--- src/rtl/wkm_pkg.sv ---
package wkm_pkg;
  localparam int          WIN      = 64;
  localparam int          CRC_W    = 16;
  localparam logic [15:0] CRC_POLY = 16'h8005;
  localparam logic [15:0] CRC_SEED = 16'hFFFF;

  function automatic logic [CRC_W-1:0] crc16_byte(input logic [CRC_W-1:0] c_in,
                                                  input logic [7:0] d);
    logic [CRC_W-1:0] c;
    logic             fb;
    c = c_in;
    for (int i = 7; i >= 0; i--) begin
      fb = c[CRC_W-1] ^ d[i];
      c  = {c[CRC_W-2:0], 1'b0};
      if (fb) c = c ^ CRC_POLY;
    end
    return c;
  endfunction
endpackage

--- src/rtl/wkm_cfg.sv ---
module wkm_cfg
  import wkm_pkg::*;
#(
  parameter int NUM_FILT = 4,
  parameter int OFFS_W   = 8,
  parameter int ADDR_W   = 5
) (
  input  logic                            clk_i,
  input  logic                            rst_ni,
  input  logic                            we_i,
  input  logic [ADDR_W-1:0]               addr_i,
  input  logic [31:0]                     wdata_i,
  output logic [NUM_FILT-1:0][OFFS_W-1:0] offset_o,
  output logic [NUM_FILT-1:0][WIN-1:0]    mask_o,
  output logic [NUM_FILT-1:0][CRC_W-1:0]  crc_ref_o
);
  localparam int SEL_W = ADDR_W - 3;

  for (genvar g = 0; g < NUM_FILT; g++) begin : g_reg
    logic hit_f;
    assign hit_f = we_i && !addr_i[ADDR_W-1] && (addr_i[ADDR_W-2:2] == SEL_W'(g));

    always_ff @(posedge clk_i or negedge rst_ni) begin
      if (!rst_ni) begin
        offset_o[g]  <= '0;
        mask_o[g]    <= '0;
        crc_ref_o[g] <= '0;
      end else if (hit_f) begin
        case (addr_i[1:0])
          2'd0: offset_o[g]            <= wdata_i[OFFS_W-1:0];
          2'd1: mask_o[g][31:0]        <= wdata_i;
          2'd2: mask_o[g][WIN-1:32]    <= wdata_i;
          default: crc_ref_o[g]        <= wdata_i[CRC_W-1:0];
        endcase
      end
    end
  end
endmodule

--- src/rtl/wkm_frame.sv ---
module wkm_frame #(
  parameter int IDX_W = 9
) (
  input  logic             clk_i,
  input  logic             rst_ni,
  input  logic             valid_i,
  input  logic             sof_i,
  input  logic             eof_i,
  output logic             fire_o,
  output logic             sof_o,
  output logic             eof_o,
  output logic [IDX_W-1:0] idx_o
);
  localparam logic [IDX_W-1:0] IDX_MAX = '1;

  logic             in_frame_q;
  logic [IDX_W-1:0] idx_q;

  assign fire_o = valid_i && (sof_i || in_frame_q);
  assign sof_o  = valid_i && sof_i;
  assign eof_o  = fire_o && eof_i;
  assign idx_o  = sof_i ? '0 : idx_q;

  always_ff @(posedge clk_i or negedge rst_ni) begin
    if (!rst_ni) begin
      in_frame_q <= 1'b0;
      idx_q      <= '0;
    end else if (fire_o) begin
      in_frame_q <= !eof_i;
      idx_q      <= (idx_o == IDX_MAX) ? IDX_MAX : idx_o + 1'b1;
    end
  end

  AST_IDX_AFTER_SOF: assert property (@(posedge clk_i) disable iff (!rst_ni)
    sof_o |=> (idx_q == IDX_W'(1)));
  AST_STRAY_IGNORED: assert property (@(posedge clk_i) disable iff (!rst_ni)
    (valid_i && !sof_i && !in_frame_q) |=> ($stable(idx_q) && !in_frame_q));
endmodule

--- src/rtl/wkm_filter.sv ---
module wkm_filter
  import wkm_pkg::*;
#(
  parameter int OFFS_W = 8,
  parameter int IDX_W  = 9
) (
  input  logic              clk_i,
  input  logic              rst_ni,
  input  logic [OFFS_W-1:0] offset_i,
  input  logic [WIN-1:0]    mask_i,
  input  logic [CRC_W-1:0]  crc_ref_i,
  input  logic              fire_i,
  input  logic              sof_i,
  input  logic              eof_i,
  input  logic [IDX_W-1:0]  idx_i,
  input  logic [7:0]        data_i,
  output logic              match_o
);
  localparam int WIN_W = $clog2(WIN);

  logic [CRC_W-1:0] crc_q, crc_base, crc_next;
  logic [IDX_W:0]   rel;
  logic             in_win, take;

  assign rel      = {1'b0, idx_i} - (IDX_W+1)'(offset_i);
  assign in_win   = ({1'b0, idx_i} >= (IDX_W+1)'(offset_i)) && (rel < (IDX_W+1)'(WIN));
  assign take     = in_win && mask_i[rel[WIN_W-1:0]];
  assign crc_base = sof_i ? CRC_SEED : crc_q;
  assign crc_next = take ? crc16_byte(crc_base, data_i) : crc_base;
  assign match_o  = eof_i && (|mask_i) && (crc_next == crc_ref_i);

  always_ff @(posedge clk_i or negedge rst_ni) begin
    if (!rst_ni)     crc_q <= CRC_SEED;
    else if (fire_i) crc_q <= crc_next;
  end

  AST_CRC_IDLE_HOLD: assert property (@(posedge clk_i) disable iff (!rst_ni)
    !fire_i |=> $stable(crc_q));
endmodule

--- src/rtl/wake_frame_matcher.sv ---
module wake_frame_matcher
  import wkm_pkg::*;
#(
  parameter int NUM_FILT = 4,
  parameter int OFFS_W   = 8,
  parameter int IDX_W    = OFFS_W + 1,
  parameter int ADDR_W   = $clog2(NUM_FILT) + 3
) (
  input  logic                clk_i,
  input  logic                rst_ni,
  input  logic                cfg_we_i,
  input  logic [ADDR_W-1:0]   cfg_addr_i,
  input  logic [31:0]         cfg_wdata_i,
  input  logic                valid_i,
  input  logic                sof_i,
  input  logic                eof_i,
  input  logic [7:0]          data_i,
  output logic [NUM_FILT-1:0] hits_o,
  output logic                wake_o
);
  localparam logic [ADDR_W-1:0] CLR_ADDR = ADDR_W'(1) << (ADDR_W - 1);

  logic [NUM_FILT-1:0][OFFS_W-1:0] offset;
  logic [NUM_FILT-1:0][WIN-1:0]    mask;
  logic [NUM_FILT-1:0][CRC_W-1:0]  crc_ref;
  logic [NUM_FILT-1:0]             match, hits_q;
  logic                            fire, sof_acc, eof_acc, clr_we;
  logic [IDX_W-1:0]                idx;

  wkm_cfg #(.NUM_FILT(NUM_FILT), .OFFS_W(OFFS_W), .ADDR_W(ADDR_W)) u_cfg (
    .clk_i, .rst_ni, .we_i(cfg_we_i), .addr_i(cfg_addr_i), .wdata_i(cfg_wdata_i),
    .offset_o(offset), .mask_o(mask), .crc_ref_o(crc_ref)
  );

  wkm_frame #(.IDX_W(IDX_W)) u_frame (
    .clk_i, .rst_ni, .valid_i, .sof_i, .eof_i,
    .fire_o(fire), .sof_o(sof_acc), .eof_o(eof_acc), .idx_o(idx)
  );

  for (genvar g = 0; g < NUM_FILT; g++) begin : g_filt
    wkm_filter #(.OFFS_W(OFFS_W), .IDX_W(IDX_W)) u_filt (
      .clk_i, .rst_ni, .offset_i(offset[g]), .mask_i(mask[g]), .crc_ref_i(crc_ref[g]),
      .fire_i(fire), .sof_i(sof_acc), .eof_i(eof_acc), .idx_i(idx), .data_i,
      .match_o(match[g])
    );

    AST_ZERO_MASK: assert property (@(posedge clk_i) disable iff (!rst_ni)
      $rose(hits_q[g]) |-> $past(mask[g] != '0));
  end

  assign clr_we = cfg_we_i && (cfg_addr_i == CLR_ADDR);

  // a new hit wins over a clear in the same cycle
  always_ff @(posedge clk_i or negedge rst_ni) begin
    if (!rst_ni) hits_q <= '0;
    else         hits_q <= (hits_q & ~({NUM_FILT{clr_we}} & cfg_wdata_i[NUM_FILT-1:0]))
                           | match;
  end

  assign hits_o = hits_q;
  assign wake_o = |hits_q;

  AST_HIT_AFTER_EOF: assert property (@(posedge clk_i) disable iff (!rst_ni)
    (|(hits_q & ~$past(hits_q))) |-> $past(eof_acc));
  AST_HIT_HOLD: assert property (@(posedge clk_i) disable iff (!rst_ni)
    (|($past(hits_q) & ~hits_q)) |-> $past(clr_we));
endmodule

--- config.mk ---
export PLATFORM = sky130hd
export DESIGN_NAME = wake_frame_matcher
export DESIGN_NICKNAME = d
export VERILOG_FILES = /design/src/rtl/wkm_pkg.sv /design/src/rtl/wkm_cfg.sv /design/src/rtl/wkm_frame.sv /design/src/rtl/wkm_filter.sv /design/src/rtl/wake_frame_matcher.sv
export SDC_FILE = /design/constraint.sdc
export NUM_CORES = 1
export LEC_CHECK = 0
export BUFFER_PORTS_ARGS = -buffer_cell sky130_fd_sc_hd__buf_2
export CORE_ASPECT_RATIO = 0.75
export CORE_MARGIN = 8
export CORE_UTILIZATION = 40
export CTS_BUF_LIST = sky130_fd_sc_hd__clkbuf_8
export DETAILED_ROUTE_END_ITERATION = 8
export SETUP_SLACK_MARGIN = 0.5
export SLEW_MARGIN = 5
export SYNTH_ARGS = -nofsm -noshare
export SYNTH_HDL_FRONTEND = slang
export SYNTH_SLANG_ARGS = --single-unit
--- constraint.sdc ---
create_clock -name clk_i -period 7.3 [get_ports clk_i]
set_clock_uncertainty 0.2 [all_clocks]
set_input_delay 0.73 -clock clk_i [delete_from_list [all_inputs] [get_ports clk_i]]
set_output_delay 0.73 -clock clk_i [all_outputs]
set_load 0.02 [all_outputs]
Word level (Yosys, flattened, before mapping). Index checks and enable logic that the tools add are counted. W data, S select, Z words.

Add/subtract/negate cells: 5. Multipliers: 0. Div/mod/pow operators: 0. Order comparisons: 12. Equality and inequality tests: 11. Shift operators: 0. Multiplexer cells: 50. Bitwise operators: 69. Reduce and logical (&&, ||, !) cells: 52.

Operators by type and width (count): $mux W16 (40); $reduce_or A64 Y1 (4); $not A3 Y3 (32); $eq A16 B16 Y1 (4); $lt A10 B7 Y1 const B (4); $sub A9 B8 Y10 (4); $ge A9 B8 Y1 (4); $reduce_and A2 Y1 (16); $xor A1 B1 Y1 (32); $lt A6 B7 Y1 const B (4); $logic_and A1 B1 Y1 (25); $bmux W1 S6 (4); $mux W9 (2); $add A9 B1 Y9 const B (1); $eq A9 B9 Y1 const B (1); $and A4 B4 Y4 (2); $eq A2 B2 Y1 const B (3); $eq A5 B5 Y1 const B (1); $eq A2 B1 Y1 const B (2); $logic_not A2 Y1 (2); $mux W1 (4); $not A4 Y4 (1); $or A4 B4 Y4 (1); $reduce_or A4 Y1 (1); 4 further kinds (5).

Flip-flop bits (word level): 430. Bits in latches: 0. Bits in writable memories: 0. Bits in read-only memories: 0. Bits of input ports: 51. Output and inout bits: 5. Logic and storage cells: 222. Memories kept: 0.

Depth between registers and ports, before layout.
Word-level depth: 22. Gate-level depth with buffers: 21. Gate-level depth less buffers: 15.

By module. Synthesis repeated with hierarchy kept, for this count alone.

Cells, all modules: 2124. Area total of the unflattened synthesis: 25195.4 µm².

Modules (own cells, without submodules): wkm_cfg (times used 1, cells an instance 778, area an instance 13203.9 µm², sequential area each 8808.4 µm²); wkm_filter at g_filt[1].u_filt ... (times used 3, cells an instance 308, area an instance 2770.2 µm², sequential area each 420.4 µm²); wkm_filter at g_filt[0].u_filt (times used 1, cells an instance 334, area an instance 2851.5 µm², sequential area each 420.4 µm²); wkm_frame (times used 1, cells an instance 69, area an instance 640.6 µm², sequential area each 250.2 µm²); wake_frame_matcher (times used 1, cells an instance 19, area an instance 188.9 µm², sequential area each 100.1 µm²).

Least setup slack after synthesis. OpenSTA, ideal clock, no wires.

Path kind: input port to flip-flop. Start point: input port sof_i. End point: register hits_q[2] (netlist: hits_o[2]). Setup time: 0.104 ns. Data arrival time: 4.988 ns. Required time: 6.996 ns. Path slack: 2.009 ns. Cell stages on the path: 16. Path buffers: 4. Cells stage by stage: buf_2 clkbuf_1 nand2b_1 ha_1 inv_1 fa_1 clkbuf_1 clkbuf_1 mux4_2 mux4_2 a211oi_2 a211oi_2 mux2_1 or3_1 a32o_1 o41ai_2.

Cells in the longest elaborated chain, start to end: 22. Elaborated cells between the ends (all ways): 42. Classes of those cells: add/sub (1); order compare (2); eq/ne (1); mux (13); bitwise (17); reduce/logical (8).

Ends and longest elaborated chain: start: declaration (RTL line wake_frame_matcher.sv:15) `input logic sof_i,`; $logic_and A1 B1 Y1 (RTL line wkm_frame.sv:20) `assign sof_o = valid_i && sof_i;`; $mux W16 (RTL line wkm_filter.sv:28) `assign crc_base = sof_i ? CRC_SEED : crc_q;`; $xor A1 B1 Y1 or $not A3 Y3 (tied branches); $mux W16 (RTL line wkm_pkg.sv:15) `if (fb) c = c ^ CRC_POLY;`; $xor A1 B1 Y1 (RTL line wkm_pkg.sv:13) `fb = c[CRC_W-1] ^ d[i];`; $mux W16 (RTL line wkm_pkg.sv:15); $xor A1 B1 Y1 (RTL line wkm_pkg.sv:13); $mux W16 (RTL line wkm_pkg.sv:15); [6 not listed]; $xor A1 B1 Y1 (RTL line wkm_pkg.sv:13); $mux W16 (RTL line wkm_pkg.sv:15); $xor A1 B1 Y1 (RTL line wkm_pkg.sv:13); $mux W16 (RTL line wkm_pkg.sv:15); $mux W16 (RTL line wkm_filter.sv:29) `assign crc_next = take ? crc16_byte(crc_base, data_i) : crc_base;`; $eq A16 B16 Y1 (RTL line wkm_filter.sv:30) `assign match_o = eof_i && (|mask_i) && (crc_next == crc_ref_i);`; $logic_and A1 B1 Y1 (*) (RTL line wkm_filter.sv:30); $or A4 B4 Y4 (*) (RTL line wake_frame_matcher.sv:57) `| match;`; end signal: assignment (RTL line wake_frame_matcher.sv:56) `else hits_q <= (hits_q & ~({NUM_FILT{clr_we}} & cfg_wdata_i[NUM_FILT-1:0]))`; end: declaration (RTL line wake_frame_matcher.sv:26) `logic [NUM_FILT-1:0] match, hits_q;`.

Every way passes the cells marked *; elsewhere a longest branch is shown, timed or not. The select of a mux whose other input is x is not followed. A chain may end at the register's enable or synchronous reset.

Worst setup path in the final report.
Start point: input port sof_i. End point: register hits_q[1] (netlist: hits_o[1]).

The elaborated chain is that of the path after synthesis.

==> summary.txt <==
Power
  • Total design power: around 9.4 mW
  • Worst vdd ir: roughly 130 uV
  • Cell Pwr Density: 349.3 nW/um^2
  • Leak: between 10 and 15 nW

Clock tree
  • H-tree level count: 3
  • Max Root-Sink Buffers: 3
  • Clk slew on worst S/H paths: around 0.060 ns
  • Post_cts resized: 0
  • Root Driver: clkbuf_8
  • Worst skew pair latency: around 0.67 ns
  • Num CTS Buffers: 76
  • TritonCTS clock tree: done
  • Sinks on Clock Net: 430

Synth
  • Synthesized cell area: between 20000 and 25000 um^2
  • Number of synthesized flops with an enable pin: 0
  • Cell variety after synth: between 90 and 100
  • FF+latch count, synth: 430
  • Post-synthesis mux area share: 24.54%
  • XOR/XNOR Fraction of Synth Area: just under 6%
  • Syn Nets: roughly 2200
  • Synth area leader: dfrtp_1
  • Async S/R FF share, synth: 100.0%
  • Post-synthesis compound-gate area fraction: around a tenth
  • Sequential fraction of the synthesis area: between 40% and 50%
  • Syn Area/Cell: approximately 12 um^2
  • Synth Area in Adders: approximately 2%
  • Top-area cell type share of the netlist area: a little under two fifths
  • Synth Warn #: 0
  • Post-Synth Simple-Gate Area: approximately a tenth
  • Synth top area cells: dfrtp_1 (37%), mux2_2 (16%), dfstp_2 (6.9%), mux4_2 (5.7%), xnor2_1 (3.4%)
  • Largest family of logic cells by synthesized area: multiplexers
  • Top FF cell, synth: dfrtp_1
  • Cell count after synthesis: ~2100

Routing
  • TritonRoute pass-1 iters: 6
  • DR DRC count: 0
  • Post-route ant nets: 0
  • Via Count: 18410
  • Routed vias/inst: 6.092
  • Total Wirelength: 75.44 mm
  • Initial DRC Count: 1991
  • Drt wl/cell: ~25 um

Global route
  • Antenna violations before repair: 11
  • Total track usage: a little over a fifth
  • GRT overflow: 0
  • Number of global-route vias before repair: around 18000
  • First-pass GRT wire length: roughly 120 mm
  • Pin count of the biggest net entering global routing: 161

Status
  • Status: complete, no violations

Floorplanning
  • I/O pin cnt: 56
  • FP Rows: 78
  • Core ar.: around 61000 um^2
  • Chip Width: 301.6 um
  • Die H: between 200 and 250 um
  • Initial Util: between 40 and 50%
  • Die area: between 60000 and 70000 um^2

Timing
  • Final Hold Vio Count: 0
  • Period utilisation layout: between 70 and 80%
  • Max Clock Freq: 0.1772 GHz
  • Fin crit period: 5.644 ns
  • Worst slew pin tran: 1.272 ns
  • Final hold slack: ~0.11 ns
  • Final-report max-slew violation count: 0
  • Sum Neg Setup Slack: 0 ns
  • Final setup vio count: 0
  • Relative slew slack: 14.52%
  • Final worst-path setup slack: 1.656 ns
  • RSZ-0062 raised after global routing: false

Placement
  • Placer Congestion: 0.9198
  • Pre-CTS WS: between 1 and 1.5 ns
  • Hpwl dp: 50.66 mm
  • # port buffers: 55
  • Placed cell area: about 26000 um^2

Setup path
  • CP arrival: about 6.0 ns
  • Type of the worst setup path: in -> reg
  • CP Data Required Time: about 7.6 ns
  • CP Max Fanout: 19
  • Type of origin of the critical path: primary input
  • CP endpoint kind: register
  • Reg2reg setup slack: 1.72 ns

Finish
  • # nets final: 2252
  • P&R area growth vs syn: 10.27%
  • Layout cells sized above 1: between 30% and 40%
  • Design area: between 20000 and 30000 um^2

Worst hold path
  • Min-delay worst type: in -> reg

Job
  • Max-Cap Viols: 0
sequential cells by signal, summed over array words and instances (netlist names):
register             cells
g_filt.u_filt.crc_q     64
u_cfg.offset_o          32
u_cfg.mask_o           256
u_cfg.crc_ref_o         64
hits_o                   4
u_frame.in_frame_q       1
u_frame.idx_q            9
cells in the final DEF, fill, tap and decap left out, types with 64 or more instances in the layout:
| cell type | n |
|---|---|
| a21oi_1 | 80 |
| clkbuf_8 | 89 |
| dfrtp_1 | 366 |
| dfstp_2 | 64 |
| inv_1 | 98 |
| mux2_2 | 351 |
| nand2_1 | 108 |
| nor2_1 | 121 |
| nor4_1 | 79 |
| xnor2_1 | 96 |
timing repair:
| action | in CTS | in global routing |
|---|---|---|
| endpoints found under the hold margin | 16 | 0 |
| buffers inserted | 0 | 0 |
| hold buffers | 1 | 0 |
cell usage after synthesis, types with 26 or more instances:
cell type / number
nor2b_1: 26
nor2_1: 121
mux4_2: 62
buf_1: 31
xor2_1: 51
o22a_1: 37
nand3_1: 31
mux2_2: 351
nor4_1: 79
clkbuf_1: 73
a21oi_1: 80
nand2_1: 109
mux2i_1: 54
o21ai_0: 54
nor3_1: 30
xnor2_1: 96
dfstp_2: 64
dfrtp_1: 366
inv_1: 69
ha_1: 33
nand4_1: 27
final cells by class:
cell class | instances | area, um^2
Multi-Input combinational cell | 1494 | 12840
Timing Repair Buffer | 93 | 585.6
Clock inverter | 45 | 229.0
Sequential cell | 430 | 10840
Tap cell | 800 | 1001
Fill cell | 5584 | 33520
Clock buffer | 89 | 1225
Antenna cell | 2 | 5.005
Inverter | 69 | 259.0
final timing paths:
check,to,startpoint,cells past startpoint
worst max-delay path,hits_o[1],sof_i,16
worst min-delay path,u_frame.in_frame_q,eof_i,2
worst max register to register,hits_o[1],u_frame.idx_q[0],15
worst min register to register,g_filt[3].u_filt.crc_q[5],g_filt[3].u_filt.crc_q[5],2
max in group asynchronous,u_cfg.crc_ref_o[42],rst_ni,3
min in group asynchronous,u_cfg.crc_ref_o[61],rst_ni,2
power by group:
group / leakage [nW] / switching (mW) / internal, mW / total [mW]
clock: 0.857 / 1.04 / 1.14 / 2.18
sequential: 5.34 / 0.596 / 2.99 / 3.59
combinational: 5.46 / 1.91 / 1.74 / 3.66
stage by stage:
stage,cells,util (%)
after floorplan,2121,-
after global routing,3020,44.59
after detailed placement,2885,42.17
final,3022,44.59
after global placement,2885,42.17
after CTS,3020,44.59
critical path, cell delays in order:
cell,delay (ns)
buf_2,0.31
nand2b_1,0.45
ha_1,0.26
inv_1,0.06
fa_1,1.03
mux4_2,0.36
mux2i_1,0.10
nand3_1,0.12
o21ai_0,0.09
o211ai_1,0.22
nand3b_1,0.69
a211oi_1,0.44
a31oi_1,0.07
nor4_1,0.43
nand4_1,0.15
o41ai_1,0.44
logic make-up (layout without fill, tap and decap cells):
family	after synthesis	in the layout
buf+inv	197	296
compound gates	349	349
other cells	0	2
simple gates	479	479
flops	430	430
fa+ha+maj	37	37
xor+xnor	157	157
mux	472	472
layer usage:
layer  global-route usage (%)  vias to the layer above  wire length, um
met2                    30.93                      815            32430
met5                        0                        -                8
met1                    32.03                     9473            34500
met3                    5.060                      163             6343
met4                    6.984                        2             2148
li1                         -                     7956                -
No activity file was read; power rests on OpenSTA's default activity.
